==> src/rtl/cbr_pkg.sv <==
package cbr_pkg;

    typedef enum logic [1:0] {
        PH_DECODE  = 2'd0,
        PH_LITERAL = 2'd1,
        PH_PROCESS = 2'd2,
        PH_WRITE   = 2'd3
    } phase_e;

    localparam logic [7:0] OPC_SKIPZ_N  = 8'hE1;
    localparam logic [7:0] OPC_SKIPOV_N = 8'hE5;

    typedef struct packed {
        logic       is_branch;
        logic       taken;
        logic [7:0] offset;
    } br_dec_t;

    function automatic phase_e phase_after(input phase_e p);
        phase_e r;
        unique case (p)
            PH_DECODE:  r = PH_LITERAL;
            PH_LITERAL: r = PH_PROCESS;
            PH_PROCESS: r = PH_WRITE;
            default:    r = PH_DECODE;
        endcase
        return r;
    endfunction

endpackage

==> src/rtl/cbr_phase_seq.sv <==
module cbr_phase_seq
    import cbr_pkg::*;
(
    input  logic   clk,
    input  logic   rst,
    output phase_e phase
);

    always_ff @(posedge clk) begin
        if (rst) phase <= PH_DECODE;
        else     phase <= phase_after(phase);
    end

    p_phase_step_r2: assert property (@(posedge clk) disable iff (rst)
        1'b1 |=> phase == phase_after($past(phase)));

endmodule

==> src/rtl/cbr_decode.sv <==
module cbr_decode
    import cbr_pkg::*;
(
    input  logic [15:0] word,
    input  logic        z,
    input  logic        v,
    output br_dec_t     dec
);

    logic hit_z;
    logic hit_v;

    always_comb begin
        hit_z      = (word[15:8] == OPC_SKIPZ_N);
        hit_v      = (word[15:8] == OPC_SKIPOV_N);
        dec.offset = word[7:0];
        dec.is_branch = hit_z | hit_v;
        dec.taken  = (hit_z & ~z) | (hit_v & ~v);
    end

endmodule

==> src/rtl/cbr_target.sv <==
module cbr_target #(
    parameter int PC_W = 16
) (
    input  logic [PC_W-1:0] here,
    input  logic [7:0]      off,
    output logic [PC_W-1:0] next_seq,
    output logic [PC_W-1:0] jump
);

    localparam int EXT_W = PC_W - 9;
    localparam logic [PC_W-1:0] STEP = PC_W'(2);

    logic [PC_W-1:0] disp;

    always_comb begin
        disp     = {{EXT_W{off[7]}}, off, 1'b0};
        next_seq = here + STEP;
        jump     = next_seq + disp;
    end

endmodule

==> src/rtl/cbr_unit.sv <==
module cbr_unit
    import cbr_pkg::*;
#(
    parameter int PC_W = 16
) (
    input  logic            clk,
    input  logic            rst,
    input  logic [15:0]     instr_word,
    input  logic            flag_zero,
    input  logic            flag_ovf,
    output logic [PC_W-1:0] pc,
    output logic [1:0]      phase,
    output logic            accept,
    output logic            flush
);

    phase_e          ph;
    logic [15:0]     ir_q;
    logic            z_q;
    logic            v_q;
    logic [7:0]      off_q;
    logic            taken_q;
    logic [PC_W-1:0] tgt_q;
    logic [PC_W-1:0] seq_q;
    logic            dead_q;
    br_dec_t         dec;
    logic [PC_W-1:0] seq_pc;
    logic [PC_W-1:0] jump_pc;

    cbr_phase_seq u_seq (
        .clk   (clk),
        .rst   (rst),
        .phase (ph)
    );

    cbr_decode u_dec (
        .word (ir_q),
        .z    (z_q),
        .v    (v_q),
        .dec  (dec)
    );

    cbr_target #(.PC_W(PC_W)) u_tgt (
        .here     (pc),
        .off      (off_q),
        .next_seq (seq_pc),
        .jump     (jump_pc)
    );

    always_ff @(posedge clk) begin
        if (rst) begin
            ir_q    <= '0;
            z_q     <= 1'b0;
            v_q     <= 1'b0;
            off_q   <= '0;
            taken_q <= 1'b0;
            tgt_q   <= '0;
            seq_q   <= '0;
            dead_q  <= 1'b0;
            pc      <= '0;
        end else if (!dead_q) begin
            unique case (ph)
                PH_DECODE: begin
                    ir_q <= instr_word;
                    z_q  <= flag_zero;
                    v_q  <= flag_ovf;
                end
                PH_LITERAL: off_q <= dec.offset;
                PH_PROCESS: begin
                    taken_q <= dec.taken;
                    tgt_q   <= jump_pc;
                    seq_q   <= seq_pc;
                end
                default: begin
                    pc     <= taken_q ? tgt_q : seq_q;
                    dead_q <= taken_q;
                end
            endcase
        end else if (ph == PH_WRITE) begin
            dead_q <= 1'b0;
        end
    end

    always_comb begin
        phase  = ph;
        flush  = dead_q;
        accept = (ph == PH_DECODE) && !dead_q;
    end

    p_pc_even_r7: assert property (@(posedge clk) disable iff (rst)
        pc[0] == 1'b0);

    p_pc_only_q4_r8: assert property (@(posedge clk) disable iff (rst)
        ph != PH_WRITE |=> $stable(pc));

    p_dead_hold_r6: assert property (@(posedge clk) disable iff (rst)
        flush |=> $stable(pc));

    p_dead_one_cycle_r6: assert property (@(posedge clk) disable iff (rst)
        (flush && ph == PH_WRITE) |=> !flush);

    p_dead_start_r6: assert property (@(posedge clk) disable iff (rst)
        $rose(flush) |-> ph == PH_DECODE);

    p_plain_step_r5: assert property (@(posedge clk) disable iff (rst)
        (ph == PH_WRITE && !dead_q && !dec.is_branch)
            |=> pc == $past(pc) + PC_W'(2));

endmodule

==> config.mk <==
export PLATFORM = sky130hd
export DESIGN_NAME = cbr_unit
export DESIGN_NICKNAME = d
export VERILOG_FILES = /design/src/rtl/cbr_pkg.sv /design/src/rtl/cbr_phase_seq.sv /design/src/rtl/cbr_decode.sv /design/src/rtl/cbr_target.sv /design/src/rtl/cbr_unit.sv
export SDC_FILE = /design/constraint.sdc
export NUM_CORES = 1
export LEC_CHECK = 0
export ABC_CLOCK_PERIOD_IN_PS = 2600
export BUFFER_PORTS_ARGS = -buffer_cell sky130_fd_sc_hd__buf_2
export CELL_PAD_IN_SITES_DETAIL_PLACEMENT = 1
export CELL_PAD_IN_SITES_GLOBAL_PLACEMENT = 2
export CORE_MARGIN = 1.5
export CORE_UTILIZATION = 32
export DETAILED_ROUTE_END_ITERATION = 8
export PLACE_DENSITY_LB_ADDON = 0.1
export SLEW_MARGIN = 20
export SYNTH_ARGS = -nofsm -noshare
export SYNTH_HDL_FRONTEND = slang
export SYNTH_HIERARCHICAL = 1
export SYNTH_SLANG_ARGS = --single-unit
==> constraint.sdc <==
create_clock -name clk -period 2.6 [get_ports clk]
set_input_delay 0.65 -clock clk [delete_from_list [all_inputs] [get_ports clk]]
set_output_delay 0.65 -clock clk [all_outputs]
set_load 0.1 [all_outputs]
# After elaboration in Yosys (flattened, before gate mapping)

Index checks and enable logic that the tools add are counted.

Bitwise operators: 7
Mux-type cells: 5
Equal/unequal tests: 5
Add/subtract/negate cells: 2
Reduce and logical (&&, ||, !) cells: 8

Operators with widths:

| cell                  | count |
|---|---|
| $add 16x16->16        | 1 |
| $add 16x2->16 const B | 1 |
| $eq 8x8->1 const B    | 2 |
| $mux 16               | 1 |
| $reduce_and 2->1      | 4 |
| $pmux 2 s3            | 1 |
| $eq 2x2->1 const B    | 2 |
| $not 1->1             | 4 |
| $mux 1                | 3 |
| $reduce_or 3->1       | 1 |
| $and 1x1->1           | 2 |
| $eq 2x1->1 const B    | 1 |
| $logic_not 2->1       | 1 |
| $logic_and 1x1->1     | 1 |
| $logic_not 1->1       | 1 |
| $or 1x1->1            | 1 |

Register bits: 78
Logic and storage cells: 37
Output and inout port bits: 20
Input port bits: 20

# Longest topological paths before layout

Gate-level depths: netlist of the first run.

Depth after elaboration: 4
Depth in mapped cells: 14
Mapped depth without buffers: 13

# By module

Netlist of the first run, hierarchy kept.

By module, submodules not included:

| module        | instances | seq. area each (um^2) | area each (um^2) | cells an instance |
|---|---|---|---|---|
| cbr_unit      | 1         | 1521.5                | 2852.7           | 336 |
| cbr_target    | 1         | 0.0                   | 949.7            | 125 |
| cbr_decode    | 1         | 0.0                   | 107.6            | 13 |
| cbr_phase_seq | 1         | 40.0                  | 105.1            | 10 |

# Worst setup path before layout of the first run

No wires, ideal clock.

Kind: register to register
Start point: register pc[1]
End point: register tgt_q[15]
Arrival time: 3.358 ns
Required time: 2.530 ns
Setup slack: -0.829 ns
Cell stages (with the launch flop): 14
Path buffers: 1
Setup time: 0.070 ns
Period minus slack after synthesis: 3.429 ns
Path through: dfxtp_1 ha_1 nand4_1 nor2_1 nand3_1 xnor2_1 ha_1 clkbuf_1 nand2_1 o21a_1 a32oi_1 xor2_1 nand2_1 a21oi_1

Cells in the longest elaborated chain, start to end: 2

Ends and longest elaborated chain:

| element                | line             | source |
|---|---|---|
| from (decl)            | cbr_unit.sv:11   | `output logic [PC_W-1:0] pc,` |
| from (signal assigned) | cbr_unit.sv:75   | `pc <= taken_q ? tgt_q : seq_q;` |
| $add 16x2->16          | cbr_target.sv:17 | `next_seq = here + STEP;` |
| via seq_pc[11]         | cbr_unit.sv:27   | `logic [PC_W-1:0] seq_pc;` |
| $add 16x16->16         | cbr_target.sv:18 | `jump = next_seq + disp;` |
| via jump_pc[15]        | cbr_unit.sv:28   | `logic [PC_W-1:0] jump_pc;` |
| to (signal assigned)   | cbr_unit.sv:71   | `tgt_q <= jump_pc;` |
| to (decl)              | cbr_unit.sv:23   | `logic [PC_W-1:0] tgt_q;` |

The timed path passes the listed nets, and every way through them passes these cells.
A chain may end at the register's enable or synchronous reset.

# Final worst setup path of the first run

Same ends and word-level chain as after synthesis.

==> results of run 1 <==
==> layer usage <==
| layer | vias up | track usage (%) | wire length, µm |
|---|---|---|---|
| met5 | - | 0 | 0 |
| met4 | 0 | 7.41 | 194 |
| met3 | 12 | 3.43 | 263 |
| met2 | 41 | 28.1 | 5130 |
| met1 | 1611 | 22.1 | 5240 |
| li1 | 1714 | - | - |
==> worst max path at each step <==
| stage | end | slack [ns] | depth (start not counted) |
|---|---|---|---|
| 6_report | tgt_q[15] | 0.05 | 13 |
| 5_1_grt | tgt_q[15] | -0.08 | 13 |
| 4_1_cts | tgt_q[15] | 0.008 | 13 |
| 3_5_place_dp | tgt_q[12] | 0.004 | 12 |
| 3_3_place_gp | tgt_q[14] | 0.05 | 11 |
| 2_1_floorplan | tgt_q[15] | -0.09 | 13 |
==> state kept, by name, summed over array words and instances, names as in the netlist <==
signal	flops
z_q	1
pc	16
off_q	8
seq_q	16
v_q	1
flush	1
taken_q	1
tgt_q	16
u_seq/phase	2
ir_q	16
==> critical path, cell delays in order (launching register included) <==
cell and delay [ns]:
dfxtp_4 0.37, and3_4 0.19, and3_4 0.20, and3_4 0.23, nand3_4 0.11, xnor2_4 0.18
ha_4 0.32, nand2_2 0.05, a21oi_2 0.15, o31ai_4 0.10, a32oi_1 0.22, xor2_1 0.17
nand2_1 0.08, a21oi_2 0.11
==> stage by stage <==
stage                     std cells  power [µW]  setup WS, ns  utilization (%)
after global placement          669        3650        0.0550             36.5
after detailed placement        669        3690       0.00392             36.5
after floorplan                 483        3300       -0.0871                -
after CTS                       685        5010       0.00754             39.1
after global routing            694        5440       -0.0754             41.5
final                           694        5110        0.0542             41.5
==> final cells by class <==
cell class                      count  area (µm²)  area share, %
Multi-Input combinational cell    359        2460           49.0
Sequential cell                    78        1590           31.7
Timing Repair Buffer               63         415           8.27
Clock buffer                       12         256           5.10
Tap cell                          168         210           4.18
Clock inverter                      4        45.0          0.896
Inverter                           10        45.0          0.896
==> layout by cell type (no fill, tap or decap), types with 3 or more instances in the layout <==
| master | count |
|---|---|
| ha_1 | 14 |
| a21oi_1 | 58 |
| nand4_1 | 3 |
| and3_4 | 3 |
| ha_4 | 8 |
| nor2_2 | 3 |
| xnor2_2 | 4 |
| buf_2 | 38 |
| mux2i_1 | 16 |
| nand2_1 | 124 |
| clkinv_2 | 3 |
| inv_1 | 9 |
| buf_4 | 22 |
| nor2_1 | 24 |
| a21o_1 | 5 |
| a211oi_1 | 17 |
| buf_12 | 3 |
| dfxtp_1 | 67 |
| a21oi_2 | 12 |
| xor2_1 | 10 |
| xnor2_1 | 8 |
| dfxtp_4 | 7 |
| dfxtp_2 | 4 |
| nand3_1 | 6 |
| o21ai_0 | 4 |
| clkbuf_16 | 9 |
==> power by group through the flow <==
stage          registers [µW]  clock network [µW]  logic (µW)
4_1_cts                  1640                1330        2040
5_1_grt                  1680                1390        2370
6_report                 1650                1290        2170
3_5_place_dp             1660                   0        2030
2_1_floorplan            2100                   0        1200
3_3_place_gp             1650                   0        2000
==> timing repair <==
| action | 4_1_cts | 5_1_grt |
|---|---|---|
| setup endpoints to repair | 2 | 7 |
| gates resized for setup | 1 | 33 |
| buffers inserted | 0 | 9 |
| pin swaps | 0 | 18 |
==> flow_metrics.tcl, run 1 <==
set metrics [dict create \
    switching_share_pct 43.1 \
    cp_data_required_time_ns 2.88 \
    postSynthCellCount 483 \
    hold-path-endpoint "seq_q[14]" \
    combinationalPowerShare_pct 42.5 \
    outcome "completed" \
    worstSetupStartpoint "pc[1]" \
    detailed_place_hpwl_um 7300 \
    post_route_cells_drive_above_1_share_pct 26.2 \
    via_per_inst 4.87 \
    1st_pass_router_iterations 4 \
    via_count_of_the_first_global_routing_pass 3497 \
    global_route_wire_length_before_repair_um 17500 \
    grt_max_degree 79 \
    critical_path_class "reg -> reg" \
    hold_ws_ns 0.454 \
    finalWorstPathRequiredPeriod_ns 2.55 \
    clock_path_buffers 2 \
    max_slew_margin_pct 66.3 \
    max-cap-violations 0 \
    internal_power_uw 2910 \
    startpoint_of_the_worst_hold_path "seq_q[14]" \
    fin_tns_setup_ns 0 \
    num_cts_buffers 9 \
    syn_area_per_cell_um2 8.30 \
    netlist_area_um2 4010 \
    crit_arrival_ns 2.83 \
    remaining_drc_errors 0 \
    max_frequency_mhz 393 \
    power_frac_clock_pct 25.3 \
    placement_rows 40 \
    total_switching_power_uw 2200 \
    cts_htree_levels 3 \
    tritoncts_clock_tree "built" \
    floorplan.core_area_um2 12100 \
    reg2reg_from "pc[1]" \
    initial_antenna_violation_count 0 \
    pwr_density_cell_nw_per_um2 1020 \
    globalRoute.totalOverflow 0 \
    post_dp_cell_area_um2 4430 \
    drv_slew 0 \
    p_leak_uw 0.00193 \
    min_delay_path_depth 2 \
    timing.critical_path.fanout_max 5 \
    initial_detailed_routing_violation_count 120 \
    peakVddDrop_mv 0.722 \
    floorplan.die.height_um 115 \
    route.final.wire_length_um 10800 \
    final_layout_net_count 564 \
    routed_wire_length_per_instance_um 15.6 \
    cts.sinks 78 \
    floorplan_die_area_um2 13200 \
    finish.instance_area_um2 5020 \
    cp-start-kind "flop" \
    worst_slew_pin_slew_ns 0.509 \
    pwr-share-seq_pct 32.2 \
    gp_congestion 0.806 \
    io_pins 40 \
    regToRegEndpoint "tgt_q[15]" \
    floorplan.die.width_um 115 \
    yosys_synthesis_warning_count 6 \
    period_share_pct 97.9 \
    worst_setup_path_end_kind "flop" \
    insertedDiodeCount 0 \
    finClkSkew_ns 0.00443 \
    timing_hold_violations_final 0 \
    r2r_slack_ns 0.05 \
    routed_vias 3378 \
    io_buffers 39 \
    clkSlewWorstSetupHoldPaths_ns 0.06 \
    ctsHoldBuffers 0 \
    postRouteAntennaNets 0 \
    clock_tree.root_cell "clkbuf_16" \
    setup_violations 0 \
    rsz0062_at_grt "yes" \
    nFillCells 1473 \
    min_path_type "reg -> reg" \
    ff2ff_path_depth 13 \
    synth_nets 526 \
    clock_insertion_delay_worst_skew_ns 0.35 \
    globalRouteTotalUtil_pct 17.2 \
    p_r_area_growth_vs_syn_pct 25.3 \
    floorplan.initialDensity_pct 33.1 \
]
No activity file was read; power rests on OpenSTA's default activity.
==> inputs of run 2 (changes only) <==
PLACE_DENSITY_LB_ADDON = 0.3   (was 0.1)
==> flow_metrics.tcl, run 2 (synthesis results as in run 1) <==
set metrics [dict create \
    outcome "completed" \
    final_cell_mix "125 x nand2_1, 67 x dfxtp_1, 57 x a21oi_1, 38 x buf_2, 26 x nor2_1" \
    final_common_cell "nand2_1" \
    max-cap-violations 0 \
    finClkSkew_ns 0.00460 \
    initial_detailed_routing_violation_count 98 \
    floorplan.core_area_um2 12100 \
    finalWorstPathRequiredPeriod_ns 2.55 \
    tritoncts_clock_tree "built" \
    placement_rows 40 \
    routed_vias 3335 \
    cp_data_required_time_ns 2.88 \
    pwr_density_cell_nw_per_um2 1020 \
    p_leak_uw 0.00187 \
    cp-start-kind "flop" \
    clkSlewWorstSetupHoldPaths_ns 0.06 \
    switching_share_pct 42.5 \
    route.final.wire_length_um 10000 \
    peakVddDrop_mv 1.29 \
    setup_violations 0 \
    max_slew_margin_pct 61.2 \
    rsz0062_at_grt "yes" \
    startpoint_of_the_worst_hold_path "tgt_q[7]" \
    fin_tns_setup_ns 0 \
    postLayoutSetupSlackWorst_ns 0.0489 \
    final_layout_net_count 557 \
    reg2reg_from "pc[2]" \
    worst_setup_path_end_kind "flop" \
    hold-path-endpoint "tgt_q[7]" \
    cts_htree_levels 3 \
    num_cts_buffers 9 \
    floorplan.die.height_um 115 \
    regToRegEndpoint "tgt_q[15]" \
    postRouteAntennaNets 0 \
    drv_slew 0 \
    io_buffers 39 \
    min_delay_path_depth 2 \
    hold_ws_ns 0.453 \
    ff2ff_path_depth 13 \
    cts.sinks 78 \
    r2r_slack_ns 0.05 \
    global_route_wire_length_before_repair_um 16400 \
    pwr-share-seq_pct 32.9 \
    clock_tree.root_cell "clkbuf_16" \
    timing.critical_path.fanout_max 5 \
    internal_power_uw 2890 \
    1st_pass_router_iterations 4 \
    min_path_type "reg -> reg" \
    clock_path_buffers 2 \
    period_share_pct 98.1 \
    floorplan.die.width_um 115 \
    floorplan_die_area_um2 13200 \
    critical_path_class "reg -> reg" \
    nFillCells 1477 \
    globalRouteTotalUtil_pct 16.3 \
    worst_slew_pin_slew_ns 0.581 \
    io_pins 40 \
    post_route_cells_drive_above_1_share_pct 23.9 \
    crit_arrival_ns 2.83 \
    clock_insertion_delay_worst_skew_ns 0.34 \
    remaining_drc_errors 0 \
    total_switching_power_uw 2130 \
    floorplan.initialDensity_pct 33.1 \
    via_per_inst 4.85 \
    globalRoute.totalOverflow 0 \
    via_count_of_the_first_global_routing_pass 3230 \
    preCtsSetupSlack_ns -0.0536 \
    routed_wire_length_per_instance_um 14.6 \
    detailed_place_hpwl_um 6950 \
    timing_hold_violations_final 0 \
    insertedDiodeCount 0 \
    combinationalPowerShare_pct 41.2 \
    max_frequency_mhz 392 \
    initial_antenna_violation_count 0 \
    gp_congestion 0.807 \
    p_r_area_growth_vs_syn_pct 22.8 \
    power_frac_clock_pct 25.9 \
    grt_max_degree 79 \
]
[run 2: cell type report]
cell class	count	area, µm²	area share (%)
multi-input cells	359	2410	48.9
repair buffers	56	363	7.37
well taps	168	210	4.27
clock buffers	10	229	4.65
flip-flops and latches	78	1590	32.3
clock inverters	6	76.3	1.55
inverters	10	45.0	0.915
[run 2: worst max-delay path by stage]
stage	from	end	slack (ns)	depth (start not counted)
after floorplan	pc[1]	tgt_q[15]	-0.09	13
after detailed placement	pc[1]	tgt_q[12]	-0.05	11
after global routing	pc[1]	tgt_q[12]	-0.10	12
final	pc[2]	tgt_q[15]	0.05	13
after global placement	pc[2]	tgt_q[12]	0.06	11
after CTS	pc[3]	tgt_q[15]	0.002	12
[run 2: power groups by stage]
stage / registers (µW) / logic, µW / clock network, µW
floorplan: 2100 / 1200 / 0
detailed placement: 1670 / 2010 / 0
global route: 1690 / 2260 / 1400
finish: 1650 / 2070 / 1300
global placement: 1650 / 1980 / 0
CTS: 1640 / 2020 / 1350
[run 2: per-stage QoR]
stage,total power (µW),util (%),area (µm²),cells
6_report,5020,40.7,4920,687
5_1_grt,5350,40.7,4920,687
4_1_cts,5020,39.3,4760,682
3_5_place_dp,3670,36.5,4420,666
3_3_place_gp,3630,36.5,4420,666
2_1_floorplan,3300,-,4100,483
[run 2: critical path, stage by stage (launching register included)]
cell     delay (ns)
dfxtp_4        0.37
and3_4         0.20
and3_4         0.20
and3_4         0.22
nand3_4        0.10
xnor2_4        0.16
ha_4           0.30
nand2_2        0.05
a21oi_2        0.15
o31ai_4        0.10
a32oi_1        0.22
xor2_1         0.16
nand2_1        0.08
a21oi_2        0.15
[run 2: what timing repair did]
action / in CTS / in global routing
buffers inserted: 0 / 5
resized for setup: 4 / 22
setup endpoints to repair: 3 / 7
pin swaps: 1 / 14
hold buffers: 0 / 0
[run 2: layer usage]
metal / share of wire (%) / GRT usage (%)
met4: 1.7 / 6.67
met1: 50 / 21.6
met2: 45 / 25.1
met3: 3.1 / 4.16
met5: 0 / 0
==> inputs of run 3 (changes only) <==
ABC_AREA = 1   (was default)
CORE_UTILIZATION = 29   (was 32)
==> flow_metrics.tcl, run 3 <==
set metrics [dict create \
    floorplan_die_area_um2 17600 \
    place.detailed.instances 1003 \
    post_route_cells_drive_above_1_share_pct 17.1 \
    period_share_pct 98.1 \
    cts.sinks 78 \
    outcome "completed" \
    insertedDiodeCount 0 \
    cp-start-kind "flop" \
    layoutNonFillerInstCount 1033 \
    gp_congestion 0.802 \
    clock_insertion_delay_worst_skew_ns 0.35 \
    detailed_place_hpwl_um 9550 \
    globalRoute.totalOverflow 0 \
    final_layout_net_count 851 \
    timing_hold_violations_final 0 \
    via_count_of_the_first_global_routing_pass 4779 \
    routed_wire_length_per_instance_um 13.6 \
    max_frequency_mhz 392 \
    final_core_utilization_pct 35.2 \
    worst_slew_pin_slew_ns 0.783 \
    postRouteAntennaNets 0 \
    via_per_inst 4.60 \
    syn_area_per_cell_um2 6.24 \
    peakVddDrop_mv 0.665 \
    power_frac_clock_pct 18.3 \
    rsz0062_at_grt "yes" \
    max_slew_margin_pct 47.8 \
    global_route_wire_length_before_repair_um 23400 \
    clkSlewWorstSetupHoldPaths_ns 0.07 \
    critPathMaxStageDelay_ns 0.37 \
    worst_setup_path_end_kind "flop" \
    total_switching_power_uw 3340 \
    max-cap-violations 0 \
    final_common_cell "nand2_1" \
    sequence_of_cells_on_the_critical_path "ha_4 -> nand3_4 -> nor3_4 -> nand4_1 -> xnor2_2 -> ha_4 -> a21oi_1 -> o21ai_1 -> a21oi_1 -> nand2_1 -> nand2_1 -> nand2_1 -> inv_1 -> nand3_1 -> nand2_1 -> nor2_1" \
    drv_slew 0 \
    floorplan.die.height_um 133 \
    ctsHoldBuffers 0 \
    globalRouteTotalUtil_pct 16.4 \
    pwr-share-seq_pct 30.7 \
    synth_nets 824 \
    initial_detailed_routing_violation_count 154 \
    netlist_area_um2 4880 \
    pwr_density_cell_nw_per_um2 1190 \
    remaining_drc_errors 0 \
    total_power_uw 6920 \
    combinationalPowerShare_pct 50.9 \
    ff2ff_path_depth 16 \
    cp_common_cell "nand2_1" \
    floorplan.die.width_um 133 \
    placement_rows 47 \
    route.final.wire_length_um 14000 \
    finalWorstPathRequiredPeriod_ns 2.55 \
    grt_max_degree 68 \
    p_leak_uw 0.00296 \
    cts_htree_levels 3 \
    cp_data_required_time_ns 2.84 \
    1st_pass_router_iterations 6 \
    initial_antenna_violation_count 0 \
    min_delay_path_depth 2 \
    critical_path_class "reg -> reg" \
    floorplan.initialDensity_pct 29.5 \
    clock_path_buffers 2 \
    cpMaxStageDelayCell "dfxtp_4" \
    tritoncts_clock_tree "built" \
    internal_power_uw 3580 \
    routed_vias 4754 \
    crit_arrival_ns 2.79 \
    timing.critical_path.fanout_max 4 \
    final_cell_mix "204 x nand2_1, 111 x inv_1, 110 x nor2_1, 75 x nand3_1, 69 x a21oi_1" \
    switching_share_pct 48.2 \
    floorplan.core_area_um2 16500 \
    postSynthCellCount 781 \
    postLayoutSetupSlackWorst_ns 0.0499 \
    preCtsSetupSlack_ns -0.0554 \
    finClkSkew_ns 0.0121 \
    setup_violations 0 \
    p_r_area_growth_vs_syn_pct 19.2 \
    min_path_type "reg -> reg" \
    io_buffers 39 \
    yosys_synthesis_warning_count 6 \
    io_pins 40 \
    num_cts_buffers 9 \
    clock_tree.root_cell "clkbuf_16" \
]
run 3: changes by cell type in the layout (fill, tap and decap cells not counted), sizes merged, moves of 5 or more:
cell,delta
nand2,+84
nor2,+95
o21ai,-6
a21o,-5
mux2i,-16
and3,-5
inv,+105
buf,+9
a211oi,-17
nand3,+72
xnor2,-5
run 3: through the flow:
stage | hold slack (ns) | area, µm² | setup TNS [ns]
final | 0.473 | 5810 | 0
after global routing | 0.508 | 5810 | -0.433
after CTS | 0.487 | 5560 | 0
after detailed placement | 0.469 | 5230 | -0.0554
after global placement | 0.461 | 5230 | 0
after floorplan | 0.451 | 4930 | 0
run 3: per-layer routing:
metal  part of all wire (%)  GRT usage (%)  vias up  wire, µm
li1                       -              -     2437         -
met1                     45           19.2     2254      6290
met2                     52           30.5       51      7230
met3                    2.6           2.99       12       371
met4                    1.0           4.21        0       141
met5                      0              0        -         0
run 3: path summary, 6_finish.rpt:
| kind | slack, ns | start | endpoint |
|---|---|---|---|
| setup / recovery | 0.05 | pc[2] | tgt_q[14] |
| hold / removal | 0.47 | tgt_q[15] | tgt_q[15] |
| setup reg to reg | 0.05 | pc[2] | tgt_q[14] |
| hold reg to reg | 0.47 | tgt_q[15] | tgt_q[15] |
run 3: area by class of cell:
type | count | area (µm²)
clock buffer | 12 | 268
clock inverter | 4 | 27.5
fill | 2181 | 10700
inverter | 114 | 428
multi-input combinational | 540 | 2810
sequential | 78 | 1600
tap | 220 | 275
timing repair buffer | 65 | 405
run 3: timing repair:
item                                    CTS  global route
endpoints found under the setup margin    2             9
hold endpoints to repair                  0             0
setup buffers                             2            12
pin swaps                                 2            20
gates resized for setup                   3            31
run 3: power groups by stage:
stage	clock network, µW	logic (µW)	registers, µW
finish	1270	3520	2130
global route	1350	3960	2210
CTS	1320	3340	2120
detailed placement	0	3310	2140
global placement	0	3240	2120
floorplan	0	2320	2500
run 3: critical path, delay by kind of cell (launching register included):
kind	cells	cell delay, ns
AOI/OAI and AO/OA	3	0.44
xor gates and xnor gates	1	0.31
adders and majority gates	2	0.43
buffers and inverters	1	0.04
DFF	1	0.37
and+or+nand+nor	9	0.87
